<file path="config.mk">
export PLATFORM = sky130hd
export DESIGN_NAME = acc8_core
export DESIGN_NICKNAME = d
export VERILOG_FILES = /design/src/rtl/acc8_pkg.sv /design/src/rtl/acc8_decode.sv /design/src/rtl/acc8_accbank.sv /design/src/rtl/acc8_core.sv
export SDC_FILE = /design/constraint.sdc
export NUM_CORES = 1
export LEC_CHECK = 0
export BUFFER_PORTS_ARGS = -buffer_cell sky130_fd_sc_hd__buf_4
export CORE_ASPECT_RATIO = 1.2
export CORE_MARGIN = 3
export CORE_UTILIZATION = 40
export CTS_BUF_LIST = sky130_fd_sc_hd__clkbuf_8
export DETAILED_ROUTE_END_ITERATION = 10
export SKIP_CTS_REPAIR_TIMING = 1
export SLEW_MARGIN = 20
export SYNTH_ARGS = -nofsm -noshare
export SYNTH_HDL_FRONTEND = slang
export SYNTH_SLANG_ARGS = --single-unit
</file>
<file path="constraint.sdc">
create_clock -name clk -period 3.2 [get_ports clk]
set_input_delay 0.48 -clock clk [delete_from_list [all_inputs] [get_ports clk]]
set_output_delay 0.48 -clock clk [all_outputs]
set_load 0.05 [all_outputs]
</file>
<file path="src/rtl/acc8_pkg.sv">
package acc8_pkg;

  typedef enum logic [2:0] {
    OP_NOP   = 3'd0,
    OP_LOAD  = 3'd1,
    OP_STORE = 3'd2,
    OP_JZ    = 3'd3,
    OP_INC   = 3'd4,
    OP_DEC   = 3'd5,
    OP_SHOW  = 3'd6,
    OP_BLANK = 3'd7
  } op_e;

  typedef enum logic [1:0] {
    ST_FETCH = 2'd0,
    ST_ALO   = 2'd1,
    ST_AHI   = 2'd2,
    ST_MEM   = 2'd3
  } state_e;

  typedef struct packed {
    op_e        op;
    logic [2:0] sel;
    logic       has_addr;
  } dec_t;

endpackage

</file>
<file path="src/rtl/acc8_decode.sv">
module acc8_decode
  import acc8_pkg::*;
(
  input  logic [7:0] code,
  output dec_t       dec
);

  always_comb begin
    dec.sel = code[6:4];
    // top bit set or operation nibble above 7 -> no-op
    if (code[7] || code[3]) dec.op = OP_NOP;
    else                    dec.op = op_e'(code[2:0]);
    dec.has_addr = (dec.op == OP_LOAD) || (dec.op == OP_STORE) || (dec.op == OP_JZ);
  end

endmodule

</file>
<file path="src/rtl/acc8_accbank.sv">
module acc8_accbank #(
  parameter int DATA_W  = 8,
  parameter int NUM_ACC = 4,
  localparam int IDX_W  = (NUM_ACC > 1) ? $clog2(NUM_ACC) : 1
) (
  input  logic              clk,
  input  logic              rst,
  input  logic              wr_en,
  input  logic [IDX_W-1:0]  wr_idx,
  input  logic [DATA_W-1:0] wr_data,
  input  logic [IDX_W-1:0]  rd_idx,
  output logic [DATA_W-1:0] rd_data
);

  logic [DATA_W-1:0] acc_q  [NUM_ACC];
  logic [NUM_ACC-1:0] wr_vec;

  for (genvar i = 0; i < NUM_ACC; i++) begin : g_acc
    assign wr_vec[i] = wr_en && (wr_idx == IDX_W'(i));

    always_ff @(posedge clk) begin
      if (rst)            acc_q[i] <= '0;
      else if (wr_vec[i]) acc_q[i] <= wr_data;
    end

    AST_ACC_UNTOUCHED: assert property (@(posedge clk) disable iff (rst)
      !wr_vec[i] |=> $stable(acc_q[i]));
  end

  assign rd_data = acc_q[rd_idx];

  AST_SINGLE_WRITE: assert property (@(posedge clk) disable iff (rst)
    $onehot0(wr_vec));

endmodule

</file>
<file path="src/rtl/acc8_core.sv">
module acc8_core
  import acc8_pkg::*;
#(
  parameter int DATA_W  = 8,
  parameter int ADDR_W  = 12,
  parameter int NUM_ACC = 4
) (
  input  logic              clk,
  input  logic              rst,
  output logic [ADDR_W-1:0] mem_addr,
  input  logic [DATA_W-1:0] mem_rdata,
  output logic [DATA_W-1:0] mem_wdata,
  output logic              mem_we,
  output logic [DATA_W-1:0] led
);

  localparam int IDX_W = (NUM_ACC > 1) ? $clog2(NUM_ACC) : 1;
  localparam int HI_W  = ADDR_W - DATA_W;

  state_e            state_q;
  logic [ADDR_W-1:0] pc_q;
  logic [DATA_W-1:0] ir_q;
  logic [DATA_W-1:0] lo_q;

  dec_t dec_now, dec_ir, dec_cur;

  acc8_decode u_dec_now (.code(mem_rdata), .dec(dec_now));
  acc8_decode u_dec_ir  (.code(ir_q),      .dec(dec_ir));

  assign dec_cur = (state_q == ST_FETCH) ? dec_now : dec_ir;

  // select aliases by keeping only the low index bits
  logic [IDX_W-1:0]  acc_idx;
  logic              acc_we;
  logic [DATA_W-1:0] acc_wdata, acc_rdata;
  logic [ADDR_W-1:0] target, pc_inc;

  assign acc_idx = dec_cur.sel[IDX_W-1:0];
  assign target  = {mem_rdata[HI_W-1:0], lo_q};
  assign pc_inc  = pc_q + 1'b1;

  always_comb begin
    acc_we    = 1'b0;
    acc_wdata = acc_rdata;
    if (state_q == ST_FETCH) begin
      if (dec_now.op == OP_INC) begin
        acc_we    = 1'b1;
        acc_wdata = acc_rdata + 1'b1;
      end else if (dec_now.op == OP_DEC) begin
        acc_we    = 1'b1;
        acc_wdata = acc_rdata - 1'b1;
      end
    end else if (state_q == ST_MEM && dec_ir.op == OP_LOAD) begin
      acc_we    = 1'b1;
      acc_wdata = mem_rdata;
    end
  end

  acc8_accbank #(.DATA_W(DATA_W), .NUM_ACC(NUM_ACC)) u_bank (
    .clk     (clk),
    .rst     (rst),
    .wr_en   (acc_we),
    .wr_idx  (acc_idx),
    .wr_data (acc_wdata),
    .rd_idx  (acc_idx),
    .rd_data (acc_rdata)
  );

  always_ff @(posedge clk) begin
    if (rst) begin
      state_q   <= ST_FETCH;
      pc_q      <= '0;
      ir_q      <= '0;
      lo_q      <= '0;
      mem_addr  <= '0;
      mem_wdata <= '0;
      mem_we    <= 1'b0;
      led       <= '0;
    end else begin
      case (state_q)
        ST_FETCH: begin
          ir_q     <= mem_rdata;
          pc_q     <= pc_inc;
          mem_addr <= pc_inc;
          if (dec_now.has_addr) state_q <= ST_ALO;
          if (dec_now.op == OP_SHOW)  led <= acc_rdata;
          if (dec_now.op == OP_BLANK) led <= '0;
        end
        ST_ALO: begin
          lo_q     <= mem_rdata;
          pc_q     <= pc_inc;
          mem_addr <= pc_inc;
          state_q  <= ST_AHI;
        end
        ST_AHI: begin
          if (dec_ir.op == OP_JZ) begin
            state_q <= ST_FETCH;
            if (acc_rdata == '0) begin
              pc_q     <= target;
              mem_addr <= target;
            end else begin
              pc_q     <= pc_inc;
              mem_addr <= pc_inc;
            end
          end else begin
            pc_q     <= pc_inc;
            mem_addr <= target;
            state_q  <= ST_MEM;
            if (dec_ir.op == OP_STORE) begin
              mem_we    <= 1'b1;
              mem_wdata <= acc_rdata;
            end
          end
        end
        default: begin
          mem_we   <= 1'b0;
          mem_addr <= pc_q;
          state_q  <= ST_FETCH;
        end
      endcase
    end
  end

  AST_STROBE_PULSE: assert property (@(posedge clk) disable iff (rst)
    mem_we |=> !mem_we);

  AST_XFER_ONLY: assert property (@(posedge clk) disable iff (rst)
    (state_q == ST_MEM) |-> (dec_ir.op == OP_LOAD || dec_ir.op == OP_STORE));

  AST_LED_SOURCE: assert property (@(posedge clk) disable iff (rst)
    !$stable(led) |-> ($past(state_q) == ST_FETCH));

  AST_JUMP_TAKEN: assert property (@(posedge clk) disable iff (rst)
    (state_q == ST_AHI && dec_ir.op == OP_JZ && acc_rdata == '0)
      |=> (mem_addr == $past(target)));

endmodule

</file>
==> run_results.csv, run 1 <==
group,metric,value,unit
run_status,status,"finished, final reports clean",
timing,setup_viol,0,
grt,grt_pass1_wl,23.3,mm
power,vdd_drop_max,0.000216,V
power,p_sw,781,uW
timing,final.setup_skew,0.0134,ns
clock_tree,cts_tree,"done",
final_layout,antenna_cells,0,
clock_tree,clkTransAtPathRegs,0.10,ns
placement,post-place-cells,761,
final_layout,fillers,1188,
timing,period_minus_slack,3.09,ns
logic_synthesis,synth_area_leader_cell,"dfxtp_1",
logic_synthesis,avgSynthCellArea,8.77,um^2
worst_setup_path,crit_buf_inv,1,
clock_tree,cts_sinks,90,
final_layout,final_common_cell,"buf_4",
grt,grtUsageTotal,21.6,%
timing,slew_headroom,34.0,%
logic_synthesis,ys_types,62,
grt,met3_usage,2.62,%
logic_synthesis,async_flop_share,0,%
power,power.density,442,nW/um^2
detailed_routing,dr.pass1.iters,5,
logic_synthesis,synth-edff-count,32,
detailed_routing,ant_nets,0,
floorplan,fp.dieH,128,um
detailed_routing,drt-total-wl,14.4,mm
grt,grt_pass1_vias,4365,
grt,grt_start_max_net_pins,68,
floorplan,fp-row-count,44,
worst_setup_path,cp_max_fo,5,
clock_tree,clockBufferDepth,2,
worst_setup_path,cp_top_family,"simple AND/OR/NAND/NOR gates",
final_layout,area_growth,17.0,%
final_layout,layout.cells.non_filler,777,
power,netSwitchingFraction,30.4,%
worst_setup_path,crit_path_top_delay_cell,"or3b_2",
logic_synthesis,synthFlopType,"dfxtp_1",
placement,gp_congestion,0.887,
floorplan,core_region_area,12100,um^2
timing,post-route-period-util,96.5,%
detailed_routing,routed_via_density,5.86,
logic_synthesis,synth_top_area_share,23.4,%
clock_tree,numCtsBuffers,9,
power,internal_power,1.79,mW
logic_synthesis,ys.warnings.count,0,
worst_setup_path,crit_path_cell_trace,"or3b_2, a21bo_2, a32oi_2, inv_1, ha_1, and3_1, and4_1, o21a_2, or4_1, a31oi_1",
final_layout,drive_gt1_share,18.8,%
power,power_frac_clock,31.2,%
grt,met1_usage,27.1,%
timing,fmax,324,MHz
logic_synthesis,synth-seq-cells,90,
timing,finalSetupTns,0,ns
worst_setup_path,critPathLaunchType,"flip-flop",
grt,overflow,0,
clock_tree,cts_max_level,3,
logic_synthesis,synthTopCellsByArea,"dfxtp_1 23%, edfxtp_1 19%, nor2_1 5.6%, nand2_1 4.8%, mux2i_1 4.6%",
placement,placed_cell_area,5610,um^2
timing,final.setup.worst_slack,0.113,ns
final_layout,nets,625,
logic_synthesis,syn_nets,581,
grt,top_usage_layer,"met2",
worst_setup_path,critPathMaxStageDelay,0.53,ns
placement,portBuffers,38,
floorplan,fp.dieArea,13800,um^2
timing,final_max_slew_viol_count,0,
detailed_routing,vias,4552,
placement,post-place-ws,-0.141,ns
grt,grt_use_met2,37.4,%
clock_tree,clock_latency,0.37,ns
power,seqPwrFrac,48.9,%
grt,antenna_found_initial,0,
run,cap_violations,0,
final_layout,seq_area,2120,um^2
final_layout,stdcell_area,5820,um^2
floorplan,start_util,41.1,%
logic_synthesis,yosysSeqAreaShare,42.7,%
power,combPwrFrac,19.9,%
logic_synthesis,synth_area,4970,um^2
detailed_routing,drt_iter0_markers,306,
logic_synthesis,synthCells,567,
detailed_routing,drt-wirelength-per-cell,18.5,um
timing,tightest_slew,0.986,ns
hold_path,hp-class,"in -> reg",
worst_setup_path,worst_ep_arrival_time,3.36,ns
placement,dp_hpwl,10.5,mm
floorplan,boundaryPins,39,
worst_setup_path,path_class,"reg -> reg",
floorplan,die_x,108,um
detailed_routing,drc,0,
clock_tree,cts-root-buf,"clkbuf_8",
final_layout,multi_input_area,2680,um^2
final_layout,final_cell_mix,"75 x buf_4, 73 x nor2_1, 63 x nand2_1",
worst_setup_path,end_kind,"flip-flop",
timing,hold_viol_final,0,
power,leakagePower,2.12,nW
worst_setup_path,cp.required,3.47,ns
-- registers in the layout (all words and copies together), names as in the netlist --
| register | cells |
|---|---|
| state_q | 2 |
| mem_addr | 12 |
| mem_wdata | 8 |
| lo_q | 8 |
| ir_q | 7 |
| pc_q | 12 |
| u_bank.acc_q | 32 |
| led | 8 |
| mem_we | 1 |
-- worst paths after layout --
kind                     start          end  slack (ns)  depth (start not counted)
setup / recovery    state_q[1]  mem_addr[0]        0.11                         10
hold / removal    mem_rdata[4]      lo_q[4]        0.38                          3
setup reg to reg    state_q[1]  mem_addr[0]        0.11                         10
hold reg to reg        ir_q[7]      ir_q[7]        0.46                          2
-- cell type report --
cell class / instances / area share [%]
Tap cell: 161 / 3.46
Clock buffer: 9 / 2.13
Multi-Input combinational cell: 429 / 46.0
Clock inverter: 7 / 1.29
Timing Repair Buffer: 77 / 10.4
Sequential cell: 90 / 36.5
Inverter: 4 / 0.258
-- worst min-delay path: stages --
cell and delay [ns]:
buf_4 0.13, nand2_1 0.05, a21oi_1 0.05
-- synth_stat cells, types with 3 or more instances --
master,n
nor2_1,74
nand2_1,64
dfxtp_1,58
edfxtp_1,32
a21oi_1,30
nand3_1,29
clkbuf_1,25
mux2i_1,23
nor3_1,20
o21ai_0,18
nand2b_1,11
a22oi_1,10
a211oi_1,9
a31oi_1,9
buf_1,9
xnor2_1,9
and2_1,7
and3_1,7
buf_2,7
o211ai_1,7
mux4_2,6
nand4b_1,6
nor3b_1,6
nand4_1,5
o311ai_0,5
o32ai_1,5
xor2_1,5
ha_1,4
o21bai_1,4
a21boi_0,3
a32oi_1,3
and4_1,3
inv_1,3
nand3b_1,3
nor2b_1,3
nor4_1,3
o221ai_1,3
o311a_1,3
or3_1,3
-- stage by stage --
step / hold slack, ns / power (mW) / util [%]
final: 0.376 / 2.57 / 48.0
after global routing: 0.390 / 2.68 / 48.0
after CTS: 0.366 / 2.59 / 48.0
after detailed placement: 0.450 / 1.79 / 46.3
after global placement: 0.443 / 1.78 / 46.3
after floorplan: 0.436 / 1.59 / -
-- layer usage --
metal | vias to the layer above | wire length [um]
met5 | - | 0
met4 | 0 | 341
met3 | 24 | 564
met2 | 128 | 7500
met1 | 2227 | 5980
li1 | 2173 | -
-- logic make-up (layout without fill, tap and decap cells) --
family          count (synthesis)  after routing  synth area share [%]
xor+xnor                       14             14                  2.47
buf+inv                        48             97                  3.93
simple gates                  256            256                  25.2
compound gates                126            126                  17.4
flops                          90             90                  42.7
fa+ha+maj                       4              4                  1.01
mux                            29             29                  7.35
-- power groups by stage --
stage / Combinational [mW] / Sequential [mW] / Clock (mW)
after floorplan: 0.293 / 1.30 / 0
after global placement: 0.501 / 1.28 / 0
after detailed placement: 0.505 / 1.28 / 0
after CTS: 0.508 / 1.26 / 0.823
after global routing: 0.555 / 1.26 / 0.862
final: 0.511 / 1.26 / 0.803
No activity file was read; power rests on OpenSTA's default activity.
==> run 2: changes to the inputs <==
CORE_UTILIZATION = 55   (was 40)
PLACE_DENSITY = 0.77   (was not set)
==> run 2 against run 1 <==
Against the previous run:
- clock skew is 0.0012 ns higher
- global-route usage increased by 7.0 points
- highest routed layer unchanged
- die area down 26%
- count of clock-buffer cells in the layout up 1
- final area is 1.7% lower
- largest power group unchanged
- setup slack better by 0.043 ns
- maximum frequency rose by 1.4%
- register-to-register slack improved by 0.04 ns
- routed wire length is 2.3% lower
- critical path depth rose by 1
- largest cell class unchanged
- hold slack improved by 0.0077 ns
- clock power increased by 7.6%
==> run_results.csv, run 2 (synthesis gave the netlist of run 1 again) <==
group,metric,value,unit
grt,grt_start_max_net_pins,68,
worst_setup_path,end_kind,"flip-flop",
detailed_routing,drt_iter0_markers,436,
final_layout,multi_input_area,2680,um^2
detailed_routing,drt-total-wl,14.1,mm
timing,setup_viol,0,
hold_path,hp-class,"in -> reg",
final_layout,fillers,772,
detailed_routing,drc,0,
power,combPwrFrac,18.8,%
power,netSwitchingFraction,28.6,%
placement,gp_congestion,0.999,
detailed_routing,ant_nets,0,
hold_path,hold_path_depth,3,
power,leakagePower,2.10,nW
worst_setup_path,cp_max_fo,5,
final_layout,largest-register,"u_bank.acc_q",
clock_tree,clock_latency,0.37,ns
worst_setup_path,worst_ep_arrival_time,3.15,ns
timing,final_max_slew_viol_count,0,
run_status,status,"finished, final reports clean",
clock_tree,clkTransAtPathRegs,0.09,ns
timing,tightest_slew,0.984,ns
detailed_routing,dr.pass1.iters,5,
final_layout,final_cell_mix,"74 x nor2_1, 72 x buf_4, 63 x nand2_1",
floorplan,die_x,92.8,um
worst_setup_path,cp.depth,11,
final_layout,antenna_cells,0,
run,cap_violations,0,
detailed_routing,routed_via_density,6.31,
final_layout,final_common_cell,"nor2_1",
placement,portBuffers,38,
clock_tree,cts_max_level,3,
final_layout,nets,620,
grt,grt_pass1_vias,4491,
placement,dp_hpwl,10.0,mm
final_layout,area_growth,15.1,%
worst_setup_path,cp_top_family,"simple AND/OR/NAND/NOR gates",
worst_setup_path,crit_path_cell_trace,"or3b_1, and2_0, mux4_2, buf_4, ha_1, nand2_1, nor2_1, or3_1, a31oi_2, buf_4, nor2_1",
timing,period_minus_slack,3.04,ns
timing,rsz0062_at_grt,"no",
timing,post-route-period-util,95.1,%
timing,final.setup_skew,0.0146,ns
power,internal_power,1.86,mW
worst_setup_path,critPathMaxStageDelay,0.49,ns
floorplan,boundaryPins,39,
hold_path,worstHoldStart,"mem_rdata[6]",
floorplan,core_region_area,8700,um^2
grt,grtUsageTotal,28.5,%
worst_setup_path,r2r-start,"state_q[1]",
final_layout,largestRegisters,"u_bank.acc_q x32, mem_addr x12, pc_q x12",
power,seqPwrFrac,48.1,%
final_layout,seq_area,2120,um^2
grt,grt_pass1_wl,22.6,mm
detailed_routing,drt-wirelength-per-cell,19.3,um
worst_setup_path,startpoint,"state_q[1]",
clock_tree,cts_tree,"done",
final_layout,drive_gt1_share,17.5,%
grt,antenna_found_initial,0,
power,power_frac_clock,33.1,%
worst_setup_path,crit_buf_inv,2,
grt,overflow,0,
power,p_sw,746,uW
worst_setup_path,crit_path_top_delay_cell,"mux4_2",
worst_setup_path,critPathLaunchType,"flip-flop",
timing,hold_viol_final,0,
timing,whs,0.384,ns
power,power.density,456,nW/um^2
timing,fmax,328,MHz
clock_tree,numCtsBuffers,9,
power,vdd_drop_max,0.000369,V
worst_setup_path,path_class,"reg -> reg",
timing,slew_headroom,34.2,%
detailed_routing,vias,4594,
worst_setup_path,ff2ff_path_depth,11,
clock_tree,cts_sinks,90,
floorplan,start_util,57.1,%
worst_setup_path,reg2reg_slack,0.16,ns
clock_tree,cts-root-buf,"clkbuf_8",
floorplan,fp-row-count,37,
clock_tree,clockBufferDepth,2,
worst_setup_path,cp.required,3.31,ns
power,total_power,2.61,mW
floorplan,fp.dieH,110,um
final_layout,largest_register_ffs,32,
floorplan,fp.dieArea,10200,um^2
## run 2: cell count changes in the layout (fill, tap and decap cells not counted), sizes merged
cell      delta
bufinv       +1
clkbuf       +1
clkinvlp     +1
clkinv       -2
buf          -5
inv          -1
## run 2: cell type report
class	count	area share [%]
Inverter	4	0.262
Clock buffer	10	2.40
Sequential cell	90	37.1
Timing Repair Buffer	72	9.44
Tap cell	117	2.56
Clock inverter	6	1.46
Multi-Input combinational cell	429	46.8
## run 2: power by group through the flow
stage	combinational (mW)	clock, mW	sequential, mW
2_1_floorplan	0.293	0	1.30
5_1_grt	0.534	0.910	1.26
3_3_place_gp	0.465	0	1.28
3_5_place_dp	0.476	0	1.28
6_report	0.492	0.864	1.26
4_1_cts	0.478	0.870	1.25
## run 2: worst reg2reg max path, cell delays in order, from the launching register on
cell	delay [ns]
dfxtp_1	0.35
or3b_1	0.40
and2_0	0.19
mux4_2	0.49
buf_4	0.17
ha_1	0.19
nand2_1	0.10
nor2_1	0.07
or3_1	0.35
a31oi_2	0.26
buf_4	0.17
nor2_1	0.04
## run 2: final timing paths
check                                     endpoint
worst min register to register             ir_q[2]
worst max register to register  u_bank.acc_q[1][4]
worst max-delay path            u_bank.acc_q[1][4]
worst min-delay path                       lo_q[6]
## run 2: through the flow
| step | std cells | setup TNS [ns] | worst slack (ns) | cell area (um^2) | util (%) |
|---|---|---|---|---|---|
| 2_1_floorplan | 567 | 0 | 0.0642 | 4980 | - |
| 3_3_place_gp | 711 | -0.125 | -0.0336 | 5480 | 63.0 |
| 3_5_place_dp | 711 | -0.356 | -0.0830 | 5480 | 63.0 |
| 4_1_cts | 727 | 0 | 0.0983 | 5700 | 65.5 |
| 5_1_grt | 728 | 0 | 0.00586 | 5720 | 65.8 |
| 6_report | 728 | 0 | 0.155 | 5720 | 65.8 |
## run 2: metal layers
| layer | GRT usage [%] | vias up | part of all wire [%] |
|---|---|---|---|
| met1 | 33.6 | 2171 | 39 |
| met5 | 0 | - | 0 |
| met3 | 4.48 | 61 | 5.5 |
| met2 | 49.9 | 204 | 51 |
| met4 | 15.8 | 0 | 4.8 |
| li1 | - | 2158 | - |
